<file path="src/rtl/irq_latch_pkg.sv">
// Shared constants for the interrupt request latch bank.
package irq_latch_pkg;
    localparam int NCH  = 8;   // request channels, also the port data width
    localparam int AW   = 8;   // I/O address width
    localparam int NCTL = 2;   // implemented control bits

    // Offsets inside the four-address window
    typedef enum logic [1:0] {
        OFS_POLL_MASK = 2'd0,
        OFS_HOLD      = 2'd1,
        OFS_CTRL      = 2'd2,
        OFS_SPARE     = 2'd3
    } port_ofs_e;

    localparam int CTRL_CARD_OFF  = 0;
    localparam int CTRL_CHAIN_BLK = 1;
endpackage

</file>
<file path="src/rtl/irq_req_sync.sv">
// Two-flop synchronizer plus falling-edge detector for each request line.
// Assumes asynchronous, active-low inputs that idle high; the flops reset high.
module irq_req_sync #(
    parameter int N = 8
) (
    input  logic         clk,
    input  logic         rst_n,
    input  logic [N-1:0] req_n,
    output logic [N-1:0] fall
);
    genvar i;
    generate
        for (i = 0; i < N; i++) begin : g_ch
            logic s1, s2, prev;
            // Bring the line into the clock domain and keep one cycle of history
            always_ff @(posedge clk) begin
                if (!rst_n) begin
                    s1   <= 1'b1;
                    s2   <= 1'b1;
                    prev <= 1'b1;
                end else begin
                    s1   <= req_n[i];
                    s2   <= s1;
                    prev <= s2;
                end
            end
            // A high-to-low transition of the synchronized line
            assign fall[i] = prev & ~s2;
        end
    endgenerate
endmodule

</file>
<file path="src/rtl/irq_latch_core.sv">
// Sticky request latches. A clear from the hold register or from auto-clear
// takes priority over a set on the same edge.
module irq_latch_core #(
    parameter int N = 8
) (
    input  logic         clk,
    input  logic         rst_n,
    input  logic [N-1:0] fall,
    input  logic [N-1:0] hold_n,
    input  logic [N-1:0] auto_clr,
    output logic [N-1:0] latch_q
);
    genvar i;
    generate
        for (i = 0; i < N; i++) begin : g_lat
            // Update one latch: reset, then clear, then set
            always_ff @(posedge clk) begin
                if (!rst_n)
                    latch_q[i] <= 1'b0;
                else if (!hold_n[i] || auto_clr[i])
                    latch_q[i] <= 1'b0;
                else if (fall[i])
                    latch_q[i] <= 1'b1;
            end
        end
    endgenerate
endmodule

</file>
<file path="src/rtl/irq_port_regs.sv">
// Address decode, software registers and read mux for the four-address window.
// Assumes BASE is a multiple of four. Reads are combinational.
module irq_port_regs
    import irq_latch_pkg::*;
#(
    parameter logic [AW-1:0] BASE = 8'hCC
) (
    input  logic            clk,
    input  logic            rst_n,
    input  logic [AW-1:0]   bus_addr,
    input  logic            bus_rd,
    input  logic            bus_wr,
    input  logic [NCH-1:0]  bus_wdata,
    input  logic [NCH-1:0]  latch_q,
    output logic [NCH-1:0]  bus_rdata,
    output logic            bus_rd_hit,
    output logic [NCH-1:0]  mask_q,
    output logic [NCH-1:0]  hold_q,
    output logic [NCTL-1:0] ctrl_q
);
    logic      in_win;
    port_ofs_e ofs;

    assign in_win = (bus_addr[AW-1:2] == BASE[AW-1:2]);
    assign ofs    = port_ofs_e'(bus_addr[1:0]);

    // Load the writable registers from the bus
    always_ff @(posedge clk) begin
        if (!rst_n) begin
            mask_q <= '0;
            hold_q <= '0;
            ctrl_q <= '0;
        end else if (bus_wr && in_win) begin
            case (ofs)
                OFS_POLL_MASK: mask_q <= bus_wdata;
                OFS_HOLD:      hold_q <= bus_wdata;
                OFS_CTRL:      ctrl_q <= bus_wdata[NCTL-1:0];
                default:       ;
            endcase
        end
    end

    // Drive read data; only the poll offset returns anything but zero
    always_comb begin
        bus_rd_hit = bus_rd && in_win;
        bus_rdata  = '0;
        if (bus_rd_hit && ofs == OFS_POLL_MASK)
            bus_rdata = latch_q;
    end
endmodule

</file>
<file path="src/rtl/irq_latch_bank.sv">
// Top level of the interrupt request latch bank: synchronizer, latches and
// software port window. Prioritization is left to the response unit.
module irq_latch_bank
    import irq_latch_pkg::*;
#(
    parameter logic [AW-1:0] BASE_ADDR = 8'hCC
) (
    input  logic           clk,
    input  logic           rst_n,
    input  logic [NCH-1:0] req_n,
    input  logic [NCH-1:0] auto_clr,
    input  logic [AW-1:0]  bus_addr,
    input  logic           bus_rd,
    input  logic           bus_wr,
    input  logic [NCH-1:0] bus_wdata,
    output logic [NCH-1:0] bus_rdata,
    output logic           bus_rd_hit,
    output logic [NCH-1:0] latch_raw,
    output logic [NCH-1:0] latch_gated,
    output logic [NCH-1:0] ack_n,
    output logic           card_off,
    output logic           chain_block
);
    logic [NCH-1:0]  fall;
    logic [NCH-1:0]  latch_q;
    logic [NCH-1:0]  mask_q;
    logic [NCH-1:0]  hold_q;
    logic [NCTL-1:0] ctrl_q;

    irq_req_sync #(.N(NCH)) u_sync (
        .clk   (clk),
        .rst_n (rst_n),
        .req_n (req_n),
        .fall  (fall)
    );

    irq_latch_core #(.N(NCH)) u_core (
        .clk      (clk),
        .rst_n    (rst_n),
        .fall     (fall),
        .hold_n   (hold_q),
        .auto_clr (auto_clr),
        .latch_q  (latch_q)
    );

    irq_port_regs #(.BASE(BASE_ADDR)) u_regs (
        .clk        (clk),
        .rst_n      (rst_n),
        .bus_addr   (bus_addr),
        .bus_rd     (bus_rd),
        .bus_wr     (bus_wr),
        .bus_wdata  (bus_wdata),
        .latch_q    (latch_q),
        .bus_rdata  (bus_rdata),
        .bus_rd_hit (bus_rd_hit),
        .mask_q     (mask_q),
        .hold_q     (hold_q),
        .ctrl_q     (ctrl_q)
    );

    assign card_off    = ctrl_q[CTRL_CARD_OFF];
    assign chain_block = ctrl_q[CTRL_CHAIN_BLK];
    assign latch_raw   = latch_q;
    assign latch_gated = card_off ? '0 : (latch_q & mask_q);
    assign ack_n       = ~latch_q;
endmodule

</file>
<file path="config.mk">
export PLATFORM = sky130hd
export DESIGN_NAME = irq_latch_bank
export DESIGN_NICKNAME = d
export VERILOG_FILES = /design/src/rtl/irq_latch_pkg.sv /design/src/rtl/irq_req_sync.sv /design/src/rtl/irq_latch_core.sv /design/src/rtl/irq_port_regs.sv /design/src/rtl/irq_latch_bank.sv
export SDC_FILE = /design/constraint.sdc
export NUM_CORES = 1
export LEC_CHECK = 0
export ABC_CLOCK_PERIOD_IN_PS = 2740
export BUFFER_PORTS_ARGS = -buffer_cell sky130_fd_sc_hd__buf_4
export CORE_MARGIN = 2
export CORE_UTILIZATION = 50
export CTS_CLUSTER_DIAMETER = 80
export DETAILED_ROUTE_END_ITERATION = 16
export GPL_TIMING_DRIVEN = 0
export PLACE_DENSITY = 0.84
export SYNTH_ARGS = -nofsm -noshare
export SYNTH_HDL_FRONTEND = slang
export SYNTH_SLANG_ARGS = --single-unit
</file>
<file path="constraint.sdc">
create_clock -name clk -period 2.74 [get_ports clk]
set_clock_uncertainty 0.2 [all_clocks]
set_input_delay 0.137 -clock clk [delete_from_list [all_inputs] [get_ports clk]]
set_output_delay 0.137 -clock clk [all_outputs]
set_load 0.01 [all_outputs]
</file>
# ---- After elaboration in Yosys (flattened, before gate mapping)
# Index checks and enable logic that the tools add are counted.
dict set report word_totals {
  reg_bits 50
  input_bits 36
  output_inout_bits 35
  elab_cells 90
}
dict set report classes {
  eq_ne 3
  muxes 2
  bitwise 19
  reduce_logical 31
}
# operator n
set op_table {}
lappend op_table {{8-bit 2-to-1 mux} 2}
lappend op_table {{2-bit OR reduction} 8}
lappend op_table {{1-bit inverter} 9}
lappend op_table {{1-bit AND} 8}
lappend op_table {{8-bit AND} 1}
lappend op_table {{1-bit zero test} 8}
lappend op_table {{1-bit logical OR} 8}
lappend op_table {{8-bit inverter} 1}
lappend op_table {{6-bit equality test (second input constant)} 1}
lappend op_table {{2-bit AND reduction} 3}
lappend op_table {{1-bit logical AND} 3}
lappend op_table {{2-bit by 1-bit equality test with 1-bit output (second input constant)} 1}
lappend op_table {{2-bit equality test (second input constant)} 1}
lappend op_table {{2-bit zero test} 1}

# ---- Logic depth before layout (Yosys ltp)
# Gate-level depths: netlist of the first run.
dict set report depth {
  depth_word 4
  mapped_depth 3
  ltp_nobuf 3
}

# ---- By module
# From an unflattened synthesis of the first run, not the netlist that was laid out.
dict set report hier_totals {
  cells_unflattened 190
  area_unflattened_um2 1895.6
}
# mod n_inst cells_per_inst area_each_um2 seq_area_each_um2
set by_module_without_submodules {}
lappend by_module_without_submodules {irq_port_regs 1 83 789.5 360.3}
lappend by_module_without_submodules {irq_req_sync 1 58 694.4 480.5}
lappend by_module_without_submodules {irq_latch_core 1 33 311.5 160.2}
lappend by_module_without_submodules {irq_latch_bank 1 16 100.1 0.0}

# ---- Worst setup path after synthesis of the first run
# Ideal clock, no wire load.
dict set report synth_timing {
  kind {input to output}
  from {input port bus_addr[4]}
  to {output port bus_rdata[0]}
  t_arrival_ps 1166
  required_ps 2403
  setup_slack_ps 1237
  stages 3
  path_buffers 0
  path_cell_list {nand4bb_4 > nor4_1 > and2_1}
}
dict set report synth_via {
  elab_chain_len 4
}
# item line
set synth_lines {}
lappend synth_lines {{start: declaration} irq_latch_bank.sv:12} ;# input logic [AW-1:0] bus_addr,
lappend synth_lines {{6-bit equality test} irq_port_regs.sv:24} ;# assign in_win = (bus_addr[AW-1:2] == BASE[AW-1:2]);
lappend synth_lines {{1-bit logical AND} irq_port_regs.sv:45} ;# bus_rd_hit = bus_rd && in_win;
lappend synth_lines {{1-bit logical AND} irq_port_regs.sv:47} ;# if (bus_rd_hit && ofs == OFS_POLL_MASK)
lappend synth_lines {{8-bit 2-to-1 mux} irq_port_regs.sv:47}
lappend synth_lines {{end: declaration} irq_latch_bank.sv:16} ;# output logic [NCH-1:0] bus_rdata,
# Every way passes these cells.

# ---- Final worst setup path of the first run
dict set report layout_timing {
  from {input port bus_addr[1]}
  to {output port bus_rdata[2]}
}
dict set report layout_via {
  elab_chain_len 3
}
# item line
set layout_lines {}
lappend layout_lines {{2-bit zero test} irq_port_regs.sv:47}
lappend layout_lines {{1-bit logical AND} irq_port_regs.sv:47}
lappend layout_lines {{8-bit 2-to-1 mux} irq_port_regs.sv:47}
# Every way passes these cells.

==> results.toml, run 1 <==
[setup_path]
critPathCaptureType = "primary output"
crit_arrival_ns = 1.99
worstRegToRegCells = 3
start_kind = "input pin"
critPathMaxFanout = 8
startpoint = "bus_addr[1]"
r2r-start = "u_regs.mask_q[6]"
worstPathRequired_ns = 2.40
critPathKind = "in2out"
r2r_slack_ns = 1.29
crit_path_end = "bus_rdata[2]"
r2r_end = "u_regs.mask_q[6]"

[sta]
final.min_clock_period_ns = 2.33
finalHoldViolCount = 0
worst_pin_slew_ns = 0.890
slew_violations = 0
fmax_ghz = 0.429
slew_headroom = 0.401
hold_ws_ns = 0.0526
grt_setup_unrepaired = "false"
worst_slack_ns = 0.410
finalCritPeriodShare = 0.850
setup_viol = 0
fin_tns_setup_ns = 0

[global_routing]
grtUsageTotal = 0.259
antenna_found_initial = 0
grt_pass1_vias = 1706
grt-ovfl-total = 0
grt_max_degree = 15
grt_first_pass_wirelength_um = 7920

[pwr]
ir_drop_v = 0.000469
p_per_area_nw_per_um2 = 418
leakage_uw = 0.00120
fin_total_pwr_uw = 1180

[drt]
vias_per_cell = 4.78
final_antenna_net_count = 0
vias = 1643
wire_per_inst_um = 13.8
first_iter_violations = 50
drt-total-wl_um = 4740
first_pass_iters = 4
route.detailed.drc = 0

[final_layout]
layout_common_cells = "buf_4, dfxtp_1, dlygate4sd3_1"
layout_commonest_cell = "buf_4"
postLayoutCellArea_sq_um = 2810
antenna_cells = 0
drive_above_1_share = 0.268
fin_nets = 334
synthToLayoutAreaGrowth_pct = 57.7

[synth]
ys_ff_latch = 50
synth_nets = 218
yosysTopAreaCell = "dfxtp_1"
seq_area_frac_synth = 0.561
ys_types = 17
avgSynthCellArea_sq_um = 9.80
synthCells = 182
netlist_area_sq_um = 1780
synthesis.yosys.warnings = 0
synthTopCellsByArea = "dfxtp_1, mux2i_1, nand2_1"
synth_top_area_frac = 0.561

[clock_tree]
cts_setup_buffers = 0
cts_sinks = 50
cts_buffer_depth = 2
cts_tree = "yes"
cts_inserted_buffers = 5
insertion_delay_ns = 0.36
path_clk_slew_ns = 0.13
cts_max_level = 2
cts_root_buf = "clkbuf_4"

[die]
die_area_sq_um = 4060
die_w_um = 63.7
core-area_sq_um = 3390
rows = 21
ioPinCount = 71
die_y_um = 63.7
start_util = 0.526

[place]
dp_slack_ns = 0.735
place_area_sq_um = 2370
place.gp.congestion = 0.745
hpwl_um = 2760
io_buffers = 69

[outcome]
outcome = "completed"

[flow_run]
drv_cap = 0

[hold_path]
hold_class = "in2reg"
## cells by family (layout without fill, tap and decap cells)
logic type | Yosys count | count (layout) | share of synthesized area
simple gates | 83 | 83 | 0.267
flops | 50 | 50 | 0.561
compound gates | 8 | 8 | 0.0224
mux | 18 | 18 | 0.101
buf+inv | 23 | 139 | 0.0484
## power breakdown
group | internal [uW] | switching (uW) | total [uW] | leakage, uW
Sequential | 741 | 3.23 | 744 | 0.000408
Combinational | 78.5 | 47.1 | 126 | 0.000758
Clock | 92.6 | 214 | 306 | 0.0000308
## sequential cells by signal (all words and copies together), names as in the netlist
| register | flops |
|---|---|
| u_sync.g_ch.s1 | 8 |
| u_regs.ctrl_q | 2 |
| u_regs.mask_q | 8 |
| u_regs.hold_q | 8 |
| u_sync.g_ch.s2 | 8 |
| u_sync.g_ch.prev | 8 |
| u_core.latch_q | 8 |
## cell usage after synthesis
cell / instances
buf_1: 1
and2_1: 8
nand4bb_4: 1
dfxtp_1: 50
inv_1: 17
nand3_1: 2
a21oi_1: 8
nor4b_1: 1
nand2b_1: 16
nor2_1: 2
nor3b_1: 7
mux2i_1: 18
nand2_1: 35
nor4_4: 2
clkbuf_1: 5
nor3_1: 8
nor4_1: 1
## cell type report
class                   count  area [sq um]
well taps                  46          57.6
flip-flops and latches     50          1000
clock buffers               5          37.5
fillers                   223           576
clock inverters             2          10.0
inverters                  17          63.8
multi-input cells         109           703
plain buffers               6          22.5
repair buffers            109           918
## worst min path at each step
stage / from / end / slack (ns) / cells past startpoint
after floorplan: auto_clr[3] / u_core.latch_q[3] / 0.01 / 1
after global placement: auto_clr[6] / u_core.latch_q[6] / 0.10 / 2
after detailed placement: auto_clr[6] / u_core.latch_q[6] / 0.10 / 2
after CTS: rst_n / u_core.latch_q[6] / 0.03 / 3
after global routing: bus_addr[6] / u_regs.ctrl_q[1] / 0.08 / 4
final: rst_n / u_core.latch_q[6] / 0.05 / 3
## critical path, stage by stage
cell	delay [ns]
dlygate4sd3_1	0.54
buf_4	0.16
nor4_2	0.79
and2_1	0.24
buf_4	0.12
## layer usage
layer	vias to the layer above	GRT usage	share of wire
li1	813	-	-
met1	766	0.299	0.40
met2	53	0.457	0.51
met3	11	0.0528	0.056
met4	0	0.122	0.024
met5	-	0	0
## what timing repair did
action / CTS / global route
hold endpoints to repair: 49 / 0
gates resized for setup: 0 / 0
hold buffers: 40 / 0
## stage by stage
step	utilization	cells
finish	0.830	344
global route	0.830	344
CTS	0.830	344
detailed placement	0.698	297
global placement	0.696	297
floorplan	-	182
Power figures use the tool's default switching activity.
==> run 2, diff against run 1 <==
--- a/config.mk
+++ b/config.mk
@@ -9,3 +9,2 @@
 export BUFFER_PORTS_ARGS = -buffer_cell sky130_fd_sc_hd__buf_4
-export CORE_MARGIN = 2
 export CORE_UTILIZATION = 50
--- a/constraint.sdc
+++ b/constraint.sdc
@@ -4,2 +4,2 @@
 set_output_delay 0.137 -clock clk [all_outputs]
-set_load 0.01 [all_outputs]
+set_load 0.1 [all_outputs]
==> run 2 against run 1 <==
Power up 9.1%. Clock power up 34%. Sequential power about the same. Non-clock buffer count down 2. Register-to-register slack worse by 0.22 ns. Final cell count down 0.29%. Core utilization up 3.4 points. Via count up 0.61%. Combinational power about the same. Sequential cell count unchanged. Critical path depth unchanged.
==> results.toml, run 2 (synthesized netlist as in run 1, its figures left out) <==
[drt]
drt-total-wl_um = 4910
vias = 1653
route.detailed.drc = 0
first_iter_violations = 71
vias_per_cell = 4.82
first_pass_iters = 4
final_antenna_net_count = 0
wire_per_inst_um = 14.3

[global_routing]
grt-ovfl-total = 0
grtUsageTotal = 0.270
grt_max_degree = 15
grt_first_pass_wirelength_um = 7180
antenna_found_initial = 0
grt_pass1_vias = 1630

[pwr]
fin_total_pwr_uw = 1280
ir_drop_v = 0.000483
p_per_area_nw_per_um2 = 438
leakage_uw = 0.00120

[sta]
finalHoldViolCount = 0
slew_violations = 0
fmax_ghz = 0.402
worst_pin_slew_ns = 1.32
final.min_clock_period_ns = 2.49
finalCritPeriodShare = 0.908
grt_setup_unrepaired = "false"
setup_viol = 0
slew_headroom = 0.114

[clock_tree]
cts_buffer_depth = 2
cts_root_buf = "clkbuf_4"
cts-resized-gates = 0
hold_buffers = 38
path_clk_slew_ns = 0.13
cts_setup_buffers = 0
cts_tree = "yes"
cts_inserted_buffers = 5
insertion_delay_ns = 0.36
cts_max_level = 2
cts_sinks = 50

[die]
die_area_sq_um = 3810
core-area_sq_um = 3390
die_w_um = 61.7
start_util = 0.526
die_y_um = 61.7
ioPinCount = 71
rows = 21

[outcome]
outcome = "completed"

[final_layout]
layout_common_cells = "buf_4, dfxtp_1, dlygate4sd3_1"
fill_cells = 184
fin_nets = 332
layout_commonest_cell = "buf_4"
utilization = 0.864
drive_above_1_share = 0.333
antenna_cells = 0
synthToLayoutAreaGrowth_pct = 64.2

[setup_path]
worstPathRequired_ns = 2.40
start_kind = "input pin"
crit_arrival_ns = 2.15
critPathCaptureType = "primary output"
critPathKind = "in2out"
critPathMaxFanout = 8

[flow_run]
drv_cap = 0

[place]
place.gp.congestion = 0.732
hpwl_um = 2740
io_buffers = 69

[hold_path]
hold_class = "in2reg"
[run 2: changes by cell type in the layout (fill, tap and decap cells not counted), sizes merged]
cell         delta
bufinv          +1
clkinvlp        +7
clkinv          -2
inv             -7
clkbuf          +2
dlygate4sd3     -2
[run 2: per-stage QoR]
stage | hold WS, ns | TNS [ns] | setup slack (ns) | cell area, sq um | cells
CTS | 0.0139 | 0 | 0.228 | 2930 | 343
floorplan | 0.00747 | -0.0715 | -0.0715 | 1900 | 182
global placement | 0.0928 | 0 | 0.296 | 2470 | 297
finish | 0.0220 | 0 | 0.252 | 2930 | 343
detailed placement | 0.0987 | 0 | 0.228 | 2470 | 297
global route | 0.0263 | 0 | 0.153 | 2930 | 343
[run 2: path summary, 6_finish.rpt]
path,cells past startpoint,endpoint,slack [ns],startpoint
worst max-delay path,5,bus_rdata[2],0.25,bus_addr[4]
worst min-delay path,3,u_regs.ctrl_q[0],0.02,bus_addr[1]
worst max register to register,3,u_regs.ctrl_q[0],1.07,u_regs.ctrl_q[0]
worst min register to register,1,u_sync.g_ch[2].s2,0.23,u_sync.g_ch[2].s1
[run 2: critical path, stage by stage]
cell and delay [ns]:
buf_4 0.11, nand4bb_4 0.27, nor4_1 1.09, and2_1 0.25
buf_4 0.29
[run 2: per-layer routing]
metal / vias up / GRT usage / share of wire
met5: - / 0 / 0
met4: 0 / 0.124 / 0.015
met3: 10 / 0.0621 / 0.059
met2: 61 / 0.492 / 0.54
met1: 768 / 0.297 / 0.38
li1: 814 / - / -
[run 2: area by class of cell]
class / instances / area [sq um] / share of cell area
sequential: 50 / 1010 / 0.345
timing repair buffer: 107 / 898 / 0.307
multi-input combinational: 109 / 776 / 0.265
inverter: 17 / 90.1 / 0.0308
tap: 46 / 57.6 / 0.0196
clock buffer: 7 / 45.0 / 0.0154
clock inverter: 1 / 30.0 / 0.0103
buffer: 6 / 22.5 / 0.00769
[run 2: power by group]
part / switching (uW) / internal (uW)
combinational: 48.8 / 78.5
clock: 217 / 194
sequential: 3.72 / 741
